## config.mk

```make
export PLATFORM = sky130hd
export DESIGN_NAME = coll_carrier_mon
export DESIGN_NICKNAME = d
export VERILOG_FILES = /design/src/rtl/coll_mon_pkg.sv /design/src/rtl/coll_stretch.sv /design/src/rtl/carrier_loss_check.sv /design/src/rtl/coll_carrier_mon.sv
export SDC_FILE = /design/constraint.sdc
export NUM_CORES = 1
export LEC_CHECK = 0
export BUFFER_PORTS_ARGS = -buffer_cell sky130_fd_sc_hd__clkbuf_2
export CAP_MARGIN = 20
export CORE_AREA = 3 3 40 42
export DETAILED_ROUTE_END_ITERATION = 6
export DIE_AREA = 0 0 43 45
export SLEW_MARGIN = 20
export SYNTH_ARGS = -nofsm -noshare
export SYNTH_HDL_FRONTEND = slang
export SYNTH_SLANG_ARGS = --single-unit
```

## constraint.sdc

```tcl
create_clock -name clk_i -period 1 [get_ports clk_i]
set_clock_uncertainty 0.05 [all_clocks]
set_input_delay 0.15 -clock clk_i [delete_from_list [all_inputs] [get_ports clk_i]]
set_output_delay 0.15 -clock clk_i [all_outputs]
set_load 0.01 [all_outputs]
```

## src/rtl/coll_mon_pkg.sv

```systemverilog
package coll_mon_pkg;
  typedef enum logic [1:0] {
    PORT_ATTACH = 2'b00,
    PORT_TWIST  = 2'b01,
    PORT_ALT0   = 2'b10,
    PORT_ALT1   = 2'b11
  } port_sel_e;

  localparam int unsigned HOLD_HALF_TICKS = 3;
endpackage

```

## src/rtl/coll_stretch.sv

```systemverilog
module coll_stretch #(
  parameter int unsigned HOLD_TICKS = coll_mon_pkg::HOLD_HALF_TICKS
) (
  input  logic clk_i,
  input  logic rst_ni,
  input  logic coll_i,
  input  logic half_tick_i,
  output logic coll_o
);
  localparam int unsigned CNT_W = $clog2(HOLD_TICKS + 1);
  localparam logic [CNT_W-1:0] RELOAD = CNT_W'(HOLD_TICKS);

  logic             coll_q;
  logic             rise;
  logic [CNT_W-1:0] hold_cnt_q;

  assign rise = coll_i & ~coll_q;

  always_ff @(posedge clk_i or negedge rst_ni) begin
    if (!rst_ni) begin
      coll_q     <= 1'b0;
      hold_cnt_q <= '0;
    end else begin
      coll_q <= coll_i;
      if (rise)
        hold_cnt_q <= RELOAD;  // reload wins over a coincident tick
      else if (half_tick_i && hold_cnt_q != '0)
        hold_cnt_q <= hold_cnt_q - 1'b1;
    end
  end

  assign coll_o = coll_i | (hold_cnt_q != '0);

  assert_hold_reload_R3: assert property (@(posedge clk_i) disable iff (!rst_ni)
    (coll_i && !coll_q) |=> (hold_cnt_q == RELOAD));
  assert_hold_bound_R2: assert property (@(posedge clk_i) disable iff (!rst_ni)
    hold_cnt_q <= RELOAD);
  assert_coll_pass_R1: assert property (@(posedge clk_i) disable iff (!rst_ni)
    coll_i |-> coll_o);
  assert_hold_end_on_tick_R2: assert property (@(posedge clk_i) disable iff (!rst_ni)
    ($fell(hold_cnt_q != '0)) |-> $past(half_tick_i));
endmodule

```

## src/rtl/carrier_loss_check.sv

```systemverilog
module carrier_loss_check
  import coll_mon_pkg::*;
(
  input  logic       clk_i,
  input  logic       rst_ni,
  input  logic       rx_active_i,
  input  logic       tx_active_i,
  input  logic [1:0] port_sel_i,
  input  logic       clear_i,
  output logic       carrier_loss_o
);
  logic tx_q;
  logic seen_q;
  logic drop_q;
  logic tx_end;
  logic attach_sel;
  logic fail_now;
  logic loss_q;

  assign tx_end     = tx_q & ~tx_active_i;
  assign attach_sel = (port_sel_i == PORT_ATTACH);
  assign fail_now   = tx_end & attach_sel & (~seen_q | drop_q);

  always_ff @(posedge clk_i or negedge rst_ni) begin
    if (!rst_ni) begin
      tx_q   <= 1'b0;
      seen_q <= 1'b0;
      drop_q <= 1'b0;
    end else begin
      tx_q <= tx_active_i;
      if (!tx_active_i) begin
        seen_q <= 1'b0;
        drop_q <= 1'b0;
      end else begin
        seen_q <= seen_q | rx_active_i;
        drop_q <= drop_q | (seen_q & ~rx_active_i);
      end
    end
  end

  always_ff @(posedge clk_i or negedge rst_ni) begin
    if (!rst_ni)       loss_q <= 1'b0;
    else if (fail_now) loss_q <= 1'b1;  // new failure beats clear
    else if (clear_i)  loss_q <= 1'b0;
  end

  assign carrier_loss_o = loss_q;

  assert_loss_sticky_R8: assert property (@(posedge clk_i) disable iff (!rst_ni)
    (loss_q && !clear_i) |=> loss_q);
  assert_loss_clear_R8: assert property (@(posedge clk_i) disable iff (!rst_ni)
    (clear_i && !(tx_q && !tx_active_i)) |=> !loss_q);
  assert_loss_port_R7: assert property (@(posedge clk_i) disable iff (!rst_ni)
    $rose(loss_q) |-> ($past(port_sel_i) == PORT_ATTACH));
  assert_loss_at_end_R4: assert property (@(posedge clk_i) disable iff (!rst_ni)
    $rose(loss_q) |-> ($past(tx_q) && !$past(tx_active_i)));
endmodule

```

## src/rtl/coll_carrier_mon.sv

```systemverilog
module coll_carrier_mon
  import coll_mon_pkg::*;
#(
  parameter int unsigned HOLD_TICKS = HOLD_HALF_TICKS
) (
  input  logic       clk_i,
  input  logic       rst_ni,
  input  logic       coll_i,
  input  logic       rx_active_i,
  input  logic       tx_active_i,
  input  logic [1:0] port_sel_i,
  input  logic       half_tick_i,
  input  logic       clear_i,
  output logic       coll_o,
  output logic       carrier_loss_o
);
  coll_stretch #(.HOLD_TICKS(HOLD_TICKS)) i_coll_stretch (
    .clk_i       (clk_i),
    .rst_ni      (rst_ni),
    .coll_i      (coll_i),
    .half_tick_i (half_tick_i),
    .coll_o      (coll_o)
  );

  carrier_loss_check i_carrier_loss_check (
    .clk_i          (clk_i),
    .rst_ni         (rst_ni),
    .rx_active_i    (rx_active_i),
    .tx_active_i    (tx_active_i),
    .port_sel_i     (port_sel_i),
    .clear_i        (clear_i),
    .carrier_loss_o (carrier_loss_o)
  );
endmodule

```

==> key figures <==
Outcome
  • Outcome: finished with violations
  • Failing checks: setup timing

Cells and area
  • Non-Filler Cell Area, Final: 447 µm²
  • Final Non-Filler Cells: 58
  • Layout cell share with drive strength beyond 1: 0.488
  • Area grow syn2layout: 54.5%
  • Number of fill cells: 127
  • Antenna cell count: 0
  • Final nets: 54
  • Final Core Density: 0.348

Synth
  • Post-synth EDFFs: 0
  • Yosys warning count: 0
  • Top-area cell type share of the netlist area: 0.606
  • Synth area leader: dfrtp_1
  • Synth Area in Adders: 0.0433
  • Async S/R FF share, synth: 1.00
  • Register area share after synthesis: 0.606
  • Syn_nets: 35
  • XOR/XNOR Fraction of Synth Area: 0.0303
  • Leading cell type by number of instances after synthesis: dfrtp_1
  • Area contributors post-synth: dfrtp_1 61%, nand2b_1 6.5%, inv_1 5.2%
  • Synth Register Bits: 7
  • Top_reg_cell synth: dfrtp_1
  • Mux contribution to synthesized area: 0
  • Post-synth top cells: 7 x dfrtp_1, 4 x inv_1, 3 x nand2b_1
  • Post-synth cell types: 12
  • Compound-Gate Fraction of Synth Area: 0.113
  • Avg Inst Size Synth: around 12 µm²
  • Post-Syn Area: about 290 µm²
  • Synthesized instance count: 25
  • Largest family of logic cells by synthesized area: simple AND/OR/NAND/NOR gates
  • Simple-gate portion of the synthesized area: 0.156

Pwr
  • Max rail drop VDD: 842 µV
  • Final Power: 0.000930 W
  • Leakage: 0.216 nW
  • Power share of the sequential group: 0.386
  • Switching share of power: 0.285
  • P_int: 0.000665 W
  • Clk pwr share: 0.272
  • Switching pwr: 0.000265 W
  • Power per cell area: 2080 nW/µm²
  • Logic pwr share: 0.342

Setup path
  • Worst path cell trace: inv_2 > ha_4 > nand2b_1 > buf_2
  • Critical path type: register to primary output
  • Worst Setup SP: i_coll_stretch.hold_cnt_q[0]
  • CP arrival: 1000 ps
  • CP Launch Type: register
  • Worst EP required: 800 ps
  • Slowest cell on the critical path: dfrtp_1
  • Slowest stage delay, CP: 370 ps
  • Critical Path Fanout Max: 2
  • Crit path capture type: primary output
  • Reg-to-reg startpoint: i_coll_stretch.hold_cnt_q[1]

Clock network
  • Skew-Pair Late Insertion Delay: 250 ps
  • Root Buffer: clkbuf_4
  • CTS sink cnt: 7
  • Total CTS buffers: 3
  • Clock-pin slew on the worst setup and hold paths: 50 ps
  • CTS H-tree depth: 1
  • CTS Buffer Depth: 2
  • TritonCTS clock tree: built

Routing
  • Remaining antenna violation count: 0
  • # DRC: 0
  • Total number of vias: 226
  • Initial drt markers: 2
  • Wirelength, routed: 577 µm
  • Routed WL per cell: about 9.9 µm
  • First-pass DRT Iterations: 4
  • Post-DR vias/cell: 3.90

STA
  • Worst Tran Pin Value: between 150 and 200 ps
  • Tcrit/Tclk final: 1.20
  • Final Hold Fails: 0
  • Pins over their slew limit: 0
  • Setup violators final: 3
  • Slew margin rel.: 0.880
  • Max Clk Rate: 831 MHz
  • Minimum clock period: 1200 ps
  • RSZ-0062 raised after global routing: yes
  • Post-route setup slack: -203 ps

Die
  • Die width: about 43 µm
  • Initial Utilization: 0.225
  • Core area: 1280 µm²
  • DIE AREA: 1940 µm²
  • # rows: 13
  • Die height: 45 µm
  • IO Count: 11

Place
  • Cells after DPL: 50
  • I/O Buffers: 10
  • GPL Wtd Cong: 0.656
  • Placed Instance Area: 378 µm²
  • DPL Wire Length: 415 µm

Global routing
  • Gr usage total: 0.0741
  • Vias in the first global route: 253
  • Largest net degree at the start of global routing: 8
  • Global route overflow: 0
  • First-pass GRT wire length: 986 µm
  • Initial antenna violation count: 0

Flow run
  • Max-cap violations: 0

Min path
  • Min-delay worst type: primary input to register
  • Worst Hold Launch: tx_active_i
==> repair_timing <==
action,4_1_cts,5_1_grt
endpoints found under the hold margin,8,0
gates resized for setup,1,1
setup buffers,1,1
hold buffers,2,0
pin swaps,3,1
setup endpoints to repair,3,3
==> path summary, 6_finish.rpt <==
path | endpoint | slack (ps) | depth (start not counted)
worst max-delay path | coll_o | -200 | 4
worst min-delay path | i_carrier_loss_check.tx_q | 20 | 1
worst max register to register | i_coll_stretch.hold_cnt_q[0] | -180 | 6
worst min register to register | i_carrier_loss_check.seen_q | 450 | 1
max in group asynchronous | i_carrier_loss_check.tx_q | 520 | 2
min in group asynchronous | i_coll_stretch.coll_q | 220 | 2
==> final cells by class <==
class,count,area [µm²],share of cell area
Multi-Input combinational cell,14,126,0.283
Tap cell,15,18.8,0.0420
Inverter,4,15.0,0.0336
Timing Repair Buffer,14,85.1,0.190
Clock buffer,4,26.3,0.0588
Sequential cell,7,175,0.392
==> per-layer routing <==
metal	share of wire	routed length, µm	track usage	up-vias
li1	-	-	-	117
met1	0.44	256	0.0746	98
met2	0.45	262	0.120	11
met3	0.10	59	0.0598	0
met4	0	0	0.0181	0
met5	0	0	0	-
==> registers in the layout (all words and copies together), names as in the netlist <==
name,count
i_carrier_loss_check.carrier_loss_o,1
i_carrier_loss_check.drop_q,1
i_carrier_loss_check.seen_q,1
i_carrier_loss_check.tx_q,1
i_coll_stretch.coll_q,1
i_coll_stretch.hold_cnt_q,2
==> power by group through the flow <==
| stage | clock, W | combinational, W | sequential (W) |
|---|---|---|---|
| after detailed placement | 0 | 0.000241 | 0.000364 |
| after floorplan | 0 | 0.000175 | 0.000361 |
| final | 0.000253 | 0.000318 | 0.000359 |
| after global routing | 0.000281 | 0.000368 | 0.000364 |
| after global placement | 0 | 0.000226 | 0.000362 |
| after CTS | 0.000274 | 0.000300 | 0.000359 |
==> cell usage in the layout, fill, tap and decap left out, drive strengths merged <==
cell type,netlist,routed
nor2,1,1
clkbuf,0,13
nor4b,1,1
nand2,2,2
buf,0,3
xnor2,1,1
ha,1,1
o21ai,2,2
dlygate4sd3,0,2
nand2b,3,3
o21a,2,2
dfrtp,7,7
inv,4,4
o211ai,1,1
==> cells by family (layout without fill, tap and decap cells) <==
family,count (synthesis),after routing
compound gates,5,5
flops,7,7
simple gates,7,7
buf+inv,4,22
fa+ha+maj,1,1
xor+xnor,1,1
==> worst max-delay path: cells and delay by family, from the launching register on <==
kind                     cells  cell delay (ps)
adder cells (fa/ha/maj)      1              130
flip-flops                   1              370
AND/OR/NAND/NOR              1               40
buffers and inverters        2              210
==> through the flow <==
step	hold WS, ps	setup TNS [ps]	setup slack [ps]
final	20.3	-510	-203
after global routing	20.7	-680	-272
after CTS	11.2	-294	-214
after detailed placement	-51.3	-71.5	-63.0
after global placement	-53.5	-31.0	-31.0
after floorplan	-196	0	0.854
Power figures use the tool's default switching activity.
